[config.mk]
export PLATFORM = sky130hd
export DESIGN_NAME = irq_cascade_ctrl
export DESIGN_NICKNAME = d
export VERILOG_FILES = /design/src/rtl/irq_cascade_pkg.sv /design/src/rtl/irq_cascade_regs.sv /design/src/rtl/irq_cascade_status.sv /design/src/rtl/irq_cascade_out.sv /design/src/rtl/irq_cascade_ctrl.sv
export SDC_FILE = /design/constraint.sdc
export NUM_CORES = 1
export LEC_CHECK = 0
export ABC_AREA = 1
export BUFFER_PORTS_ARGS = -buffer_cell sky130_fd_sc_hd__buf_2
export CAP_MARGIN = 25
export CORE_UTILIZATION = 24
export DETAILED_ROUTE_END_ITERATION = 16
export GPL_TIMING_DRIVEN = 0
export PLACE_DENSITY = 0.48
export SLEW_MARGIN = 20
export SYNTH_ARGS = -nofsm -noshare
export SYNTH_HDL_FRONTEND = slang
export SYNTH_SLANG_ARGS = --single-unit
[constraint.sdc]
create_clock -name clk_i -period 1 [get_ports clk_i]
set_clock_uncertainty 0.15 [all_clocks]
set_input_delay 0 -clock clk_i [delete_from_list [all_inputs] [get_ports clk_i]]
set_output_delay 0 -clock clk_i [all_outputs]
set_load 0.03 [all_outputs]
[src/rtl/irq_cascade_pkg.sv]
package irq_cascade_pkg;
  localparam int DW = 8;
  localparam int AW = 4;
  localparam int NBANK = 2;
  localparam int NTMR = 2;

  localparam logic [AW-1:0] OFS_L0_STAT = 4'h0;
  localparam logic [AW-1:0] OFS_L0_MASK = 4'h1;
  localparam logic [AW-1:0] OFS_L1_STAT = 4'h2;
  localparam logic [AW-1:0] OFS_L1_MASK = 4'h3;
  localparam logic [AW-1:0] OFS_MAP_STAT = 4'h4;
  localparam logic [AW-1:0] OFS_MAP_MASK0 = 4'h5;
  localparam logic [AW-1:0] OFS_TMR_CLR = 4'h8;
  localparam logic [AW-1:0] OFS_MAP_MASK1 = 4'h9;

  localparam int L0_MAP_BIT = 7;
  localparam int L1_MAP_BIT = 3;
  localparam int L1_TMR_LSB = 4;
endpackage

[src/rtl/irq_cascade_regs.sv]
module irq_cascade_regs
  import irq_cascade_pkg::*;
(
  input  logic          clk_i,
  input  logic          rst_ni,
  input  logic          we_i,
  input  logic [AW-1:0] addr_i,
  input  logic [DW-1:0] wdata_i,
  input  logic [NTMR-1:0] tmr_evt_i,
  input  logic [DW-1:0] l0_stat_i,
  input  logic [DW-1:0] l1_stat_i,
  input  logic [DW-1:0] map_stat_i,
  output logic [DW-1:0] l0_mask_o,
  output logic [DW-1:0] l1_mask_o,
  output logic [DW-1:0] map_mask0_o,
  output logic [DW-1:0] map_mask1_o,
  output logic [NTMR-1:0] tmr_lat_o,
  output logic [DW-1:0] rdata_o
);
  logic [DW-1:0] l0_mask_q, l1_mask_q, mm0_q, mm1_q;
  logic [NTMR-1:0] tmr_lat_q, tmr_clr;

  assign tmr_clr = (we_i && addr_i == OFS_TMR_CLR) ? wdata_i[NTMR-1:0] : '0;

  always_ff @(posedge clk_i or negedge rst_ni) begin
    if (!rst_ni) begin
      l0_mask_q <= '0;
      l1_mask_q <= '0;
      mm0_q     <= '0;
      mm1_q     <= '0;
      tmr_lat_q <= '0;
    end else begin
      if (we_i) begin
        case (addr_i)
          OFS_L0_MASK:   l0_mask_q <= wdata_i;
          OFS_L1_MASK:   l1_mask_q <= wdata_i;
          OFS_MAP_MASK0: mm0_q     <= wdata_i;
          OFS_MAP_MASK1: mm1_q     <= wdata_i;
          default: ;
        endcase
      end
      // set beats clear so an event is never lost
      tmr_lat_q <= (tmr_lat_q & ~tmr_clr) | tmr_evt_i;
    end
  end

  always_comb begin
    case (addr_i)
      OFS_L0_STAT:   rdata_o = l0_stat_i;
      OFS_L0_MASK:   rdata_o = l0_mask_q;
      OFS_L1_STAT:   rdata_o = l1_stat_i;
      OFS_L1_MASK:   rdata_o = l1_mask_q;
      OFS_MAP_STAT:  rdata_o = map_stat_i;
      OFS_MAP_MASK0: rdata_o = mm0_q;
      OFS_MAP_MASK1: rdata_o = mm1_q;
      default:       rdata_o = '0;
    endcase
  end

  assign l0_mask_o   = l0_mask_q;
  assign l1_mask_o   = l1_mask_q;
  assign map_mask0_o = mm0_q;
  assign map_mask1_o = mm1_q;
  assign tmr_lat_o   = tmr_lat_q;


  tmr0_set_chk: assert property (@(posedge clk_i) disable iff (!rst_ni)
    tmr_evt_i[0] |=> tmr_lat_q[0]);

  tmr1_set_chk: assert property (@(posedge clk_i) disable iff (!rst_ni)
    tmr_evt_i[1] |=> tmr_lat_q[1]);

  tmr0_clr_chk: assert property (@(posedge clk_i) disable iff (!rst_ni)
    (we_i && addr_i == OFS_TMR_CLR && wdata_i[0] && !tmr_evt_i[0]) |=> !tmr_lat_q[0]);

  stat_wr_ignored_chk: assert property (@(posedge clk_i) disable iff (!rst_ni)
    (we_i && (addr_i == OFS_L0_STAT || addr_i == OFS_L1_STAT || addr_i == OFS_MAP_STAT))
    |=> ($stable(l0_mask_q) && $stable(l1_mask_q) && $stable(mm0_q) && $stable(mm1_q)
         && ($past(tmr_evt_i) != 0 || $stable(tmr_lat_q))));
endmodule

[src/rtl/irq_cascade_status.sv]
module irq_cascade_status
  import irq_cascade_pkg::*;
(
  input  logic [DW-1:0]   src_l0_i,
  input  logic [DW-1:0]   src_l1_i,
  input  logic [DW-1:0]   src_map_i,
  input  logic [DW-1:0]   map_mask0_i,
  input  logic [DW-1:0]   map_mask1_i,
  input  logic [NTMR-1:0] tmr_lat_i,
  output logic [DW-1:0]   l0_stat_o,
  output logic [DW-1:0]   l1_stat_o
);
  always_comb begin
    l0_stat_o = src_l0_i;
    l0_stat_o[L0_MAP_BIT] = |(src_map_i & map_mask0_i);
    l1_stat_o = src_l1_i;
    l1_stat_o[L1_MAP_BIT] = |(src_map_i & map_mask1_i);
    l1_stat_o[L1_TMR_LSB +: NTMR] = tmr_lat_i;
  end
endmodule

[src/rtl/irq_cascade_out.sv]
module irq_cascade_out
  import irq_cascade_pkg::*;
(
  input  logic          clk_i,
  input  logic          rst_ni,
  input  logic [DW-1:0] stat_i,
  input  logic [DW-1:0] mask_i,
  output logic          irq_o
);
  always_ff @(posedge clk_i or negedge rst_ni) begin
    if (!rst_ni) irq_o <= 1'b0;
    else         irq_o <= |(stat_i & mask_i);
  end


  zero_mask_quiet_chk: assert property (@(posedge clk_i) disable iff (!rst_ni)
    (mask_i == '0) |=> !irq_o);

  irq_rise_cause_chk: assert property (@(posedge clk_i) disable iff (!rst_ni)
    $rose(irq_o) |-> $past((stat_i & mask_i) != '0));
endmodule

[src/rtl/irq_cascade_ctrl.sv]
module irq_cascade_ctrl
  import irq_cascade_pkg::*;
(
  input  logic          clk_i,
  input  logic          rst_ni,
  input  logic [7:0]    src_l0_i,
  input  logic [7:0]    src_l1_i,
  input  logic [7:0]    src_map_i,
  input  logic [1:0]    tmr_evt_i,
  input  logic          reg_we_i,
  input  logic [3:0]    reg_addr_i,
  input  logic [7:0]    reg_wdata_i,
  output logic [7:0]    reg_rdata_o,
  output logic [1:0]    cpu_irq_o
);
  logic [DW-1:0] l0_mask, l1_mask, mm0, mm1, l0_stat, l1_stat;
  logic [NTMR-1:0] tmr_lat;
  logic [NBANK-1:0][DW-1:0] bank_stat, bank_mask;

  irq_cascade_regs u_regs (
    .clk_i, .rst_ni,
    .we_i(reg_we_i), .addr_i(reg_addr_i), .wdata_i(reg_wdata_i),
    .tmr_evt_i,
    .l0_stat_i(l0_stat), .l1_stat_i(l1_stat), .map_stat_i(src_map_i),
    .l0_mask_o(l0_mask), .l1_mask_o(l1_mask),
    .map_mask0_o(mm0), .map_mask1_o(mm1),
    .tmr_lat_o(tmr_lat), .rdata_o(reg_rdata_o)
  );

  irq_cascade_status u_stat (
    .src_l0_i, .src_l1_i, .src_map_i,
    .map_mask0_i(mm0), .map_mask1_i(mm1), .tmr_lat_i(tmr_lat),
    .l0_stat_o(l0_stat), .l1_stat_o(l1_stat)
  );

  assign bank_stat = {l1_stat, l0_stat};
  assign bank_mask = {l1_mask, l0_mask};

  for (genvar b = 0; b < NBANK; b++) begin : g_bank
    irq_cascade_out u_out (
      .clk_i, .rst_ni,
      .stat_i(bank_stat[b]), .mask_i(bank_mask[b]),
      .irq_o(cpu_irq_o[b])
    );
  end


  map0_cascade_chk: assert property (@(posedge clk_i) disable iff (!rst_ni)
    ((src_map_i & mm0) != '0) |-> l0_stat[L0_MAP_BIT]);

  map1_cascade_chk: assert property (@(posedge clk_i) disable iff (!rst_ni)
    ((src_map_i & mm1) == '0) |-> !l1_stat[L1_MAP_BIT]);
endmodule

Word-level counts from Yosys, hierarchy flattened --
Index checks and enable logic that the tools add are counted. W data, S select, Z words.
Word-level totals: register bits 36
Operators by class: muxes and demuxes 2, equal/unequal tests 7, reductions and logical operators 10, bitwise gates (word level) 7
Operators by type and width (number):
- $pmux W8 S7 | 1
- $and A8 B8 Y8 | 4
- $reduce_or A8 Y1 | 4
- $eq A4 B2 Y1 const B | 2
- $eq A4 B3 Y1 const B | 2
- $eq A4 B4 Y1 const B | 2
- $reduce_and A2 Y1 | 4
- $eq A4 B1 Y1 const B | 1
- $logic_not A4 Y1 | 1
- $and A2 B2 Y2 | 1
- $mux W2 | 1
- $not A2 Y2 | 1
- $or A2 B2 Y2 | 1
- $logic_and A1 B1 Y1 | 1

Logic depth before layout (Yosys ltp) --
depth in word-level cells 6, depth in mapped cells 7, mapped depth without buffers 7

Hierarchy --
A second synthesis with hierarchy kept.
Unflattened totals: cells, all modules 331, area, all modules 2318.5 um^2
By module, submodules not included:
- irq_cascade_regs | cells an instance 255, times used 1, seq. area each 850.8 um^2, area an instance 1938.1 um^2
- irq_cascade_status | cells an instance 44, times used 1, seq. area each 0.0 um^2, area an instance 217.7 um^2
- irq_cascade_out | cells an instance 16, times used 2, seq. area each 25.0 um^2, area an instance 81.3 um^2

Least setup slack after synthesis --
Ideal clock, no wire load.
path kind flip-flop to output port, start register u_regs.mm1_q[7] (netlist: u_regs.map_mask1_o[7]), end output reg_rdata_o[3], buffers on the path 0, path slack -67 ps, data required time 850 ps, arrival 917 ps, stages on the path, launching flop included 7, path through dfrtp_1 -> nand2_1 -> nand2_1 -> nor2_1 -> nand2_1 -> nand2_1 -> nand3_1
On the way: longest elaborated chain between the ends 3
Ends and longest elaborated chain:
- start, declared | line irq_cascade_regs.sv:20 | logic [DW-1:0] l0_mask_q, l1_mask_q, mm0_q, mm1_q;
- start signal, assigned | line irq_cascade_regs.sv:38 | OFS_MAP_MASK1: mm1_q <= wdata_i;
- $and A8 B8 Y8 | line irq_cascade_status.sv:17 | l1_stat_o[L1_MAP_BIT] = |(src_map_i & map_mask1_i);
- $reduce_or A8 Y1 | line irq_cascade_status.sv:17
- $pmux W8 S7 | line irq_cascade_regs.sv:48 | case (addr_i)
- end, declared | line irq_cascade_ctrl.sv:13 | output logic [7:0] reg_rdata_o,
No other way between the ends.

Final worst setup path --
start register u_regs.mm1_q[6] (netlist: u_regs.map_mask1_o[6]), end output reg_rdata_o[3]
The elaborated chain is that of the path after synthesis.

==> flow_summary.yaml <==
run_status:
  outcome: "finished with violations"
  failed_checks: "negative hold slack, negative setup slack"
synth:
  syn_inst: 314
  synth.cell_area_um2: 2280
  syn_nets: 355
  synth_top_area_share_pct: 39.5
  synth.distinct_cells: 21
  ys_ff_latch: 36
  yosys-top-cells-area: "dfrtp_1, nand2_1, o21ai_2"
  yosysWarnings: 0
  synth.avg_cell_area_um2: 7.26
  yosysTopAreaCell: "dfrtp_1"
  ys_seq_area_share_pct: 39.5
placed_design:
  gp_congestion: 0.810
  portBuffers: 46
  hpwl_um: 5560
  dpl-instance-area_um2: 2680
routing:
  finalWirelength_um: 7590
  vias: 2344
  viasPerCell: 4.40
  firstDrtPassIters: 5
  drtIter0Drc: 139
  ant_nets: 0
  drc: 0
  wl_per_cell_um: 14.2
timing:
  period_needed_ns: 1.48
  holdWs_ns: -0.339
  hold_viol_final: 39
  period_share_pct: 148
  fmax_mhz: 674
  final.setup.tns_ns: -3.89
  worst_slack_ns: -0.485
  worst_slew_pin_slew_ns: 0.884
  rsz0062_at_grt: "true"
  finalMaxSlewViolations: 0
  setup_violations: 18
  relSlewSlack_pct: 41.0
floorplan:
  die_h_um: 99.5
  start_util_pct: 24.7
  die_width_um: 99.5
  dieArea_um2: 9890
  fp.coreArea_um2: 9240
  ios: 51
  core.rowCount: 35
layout:
  fin_area_um2: 3410
  diodes: 0
  nets: 444
  syn_to_final_growth_pct: 49.7
  drive_gt1_share_pct: 40.6
cts:
  clk_pin_slew_ns: 0.08
  cts_sinks: 36
  cts_buffers: 5
  clkLatencyLatePin_ns: 0.30
  cts_tree: "built"
  htree_num_levels: 2
  cts_hold_buf: 14
  clockBufferDepth: 2
  clk_root_buffer_cell: "clkbuf_8"
worst_setup_path:
  reg2reg_depth: 7
  r2r_end: "g_bank[1].u_out.irq_o"
  cp-end-kind: "output pin"
  timing.rr.start: "u_regs.map_mask1_o[6]"
  cp.arrival_ns: 1.33
  r2r_slack_ns: -0.20
  crit_type: "register to output pin"
  crit_required_ns: 0.85
  crit_fanout: 2
  startpoint_type: "register"
power_and_ir_drop:
  power_density_nw_per_um2: 1490
  irDropWorstVdd_mv: 0.697
  leakage_nw: 1.72
global_route:
  grt_usage_pct: 16.0
  grt_pass1_vias: 2181
  grt_remaining_overflow: 0
  grt_max_degree: 37
  antenna_found_initial: 0
  grt_first_pass_wirelength_um: 11800
job:
  max_cap_violations: 0
worst_hold_path:
  hold_path_class: "primary input to async pin"
## cell type report
cell class | count | area (µm²)
flip-flops and latches | 36 | 901
inverters | 29 | 126
well taps | 129 | 161
plain buffers | 8 | 87.6
fillers | 978 | 5830
clock buffers | 7 | 96.3
clock inverters | 1 | 30.0
repair buffers | 84 | 708
multi-input cells | 239 | 1300
## layer usage
metal	GRT usage (%)	part of all wire, %	routed length [µm]	vias to the layer above
met3	2.81	3.9	299	7
li1	-	-	-	1177
met5	0	0	0	-
met1	22.4	48	3640	1099
met2	25.4	47	3570	61
met4	4.07	1.1	80	0
## placed cells by master (no fill, tap or decap), types with 14 or more instances in the layout
cell / instances
buf_2: 34
buf_4: 17
buf_6: 18
dfrtp_1: 36
dlygate4sd3_1: 14
inv_1: 19
nand2_1: 103
nand2_2: 16
nand3_1: 28
nor2_1: 23
o21ai_2: 27
## cell families (layout without fill, tap and decap cells)
logic type / after synthesis / count (layout) / synth area share, %
simple gates: 198 / 198 / 38.6
compound gates: 41 / 41 / 13.4
buf+inv: 39 / 129 / 8.51
flops: 36 / 36 / 39.5
## through the flow
step	power, mW	setup slack [ns]	instances	hold WS (ns)	utilization, %
floorplan	2.78	-0.000449	314	-0.446	-
global placement	3.18	-0.414	489	0.0122	29.0
detailed placement	3.19	-0.417	489	0.0168	29.0
CTS	4.96	-0.517	522	-0.305	33.8
global route	5.40	-0.548	533	-0.273	36.9
finish	5.10	-0.485	533	-0.339	36.9
## synthesized netlist by cell type (all sizes together)
cell type and n:
dfrtp 36, buf 10, and3 1, o21bai 1
nor3 2, nand2 125, inv 29, nand4 1
nor2 36, nand3 33, a21oi 2, o21ai 38
## registers in the layout, summed over array words and instances, names as in the netlist
register and flops:
g_bank.u_out.irq_o 2, u_regs.l1_mask_o 8, u_regs.tmr_lat_o 2, u_regs.map_mask1_o 8, u_regs.l0_mask_o 8, u_regs.map_mask0_o 8
## worst max-delay path: stages, from the launching register on
cell     delay (ns)
dfrtp_1        0.39
nand2_1        0.08
nand2_2        0.06
nor2_4         0.13
nand2_2        0.08
nand2_2        0.06
nand3_2        0.08
buf_6          0.15
## worst max path at each step
stage                     endpoint  slack (ns)  cells after the start                  start
global placement    reg_rdata_o[2]       -0.41                      8          reg_addr_i[1]
CTS                 reg_rdata_o[3]       -0.52                      7  u_regs.map_mask1_o[5]
floorplan           reg_rdata_o[3]     -0.0004                      6  u_regs.map_mask1_o[7]
detailed placement  reg_rdata_o[0]       -0.42                      8          reg_addr_i[1]
finish              reg_rdata_o[3]       -0.48                      7  u_regs.map_mask1_o[6]
global route        reg_rdata_o[5]       -0.55                      6  u_regs.map_mask1_o[5]
## report_power, final
group          switching, mW  leakage, nW  internal, mW
Clock                  0.570       0.0645         0.881
Sequential             0.227        0.438          1.76
Combinational          0.880         1.21         0.785
## timing repair
item	in CTS	in global routing
gates cloned	0	2
buffers inserted	14	13
gates resized for setup	38	51
pin swaps	27	19
hold endpoints to repair	72	38
setup endpoints to repair	12	26
Note: power is estimated with default switching activity, not from simulation.
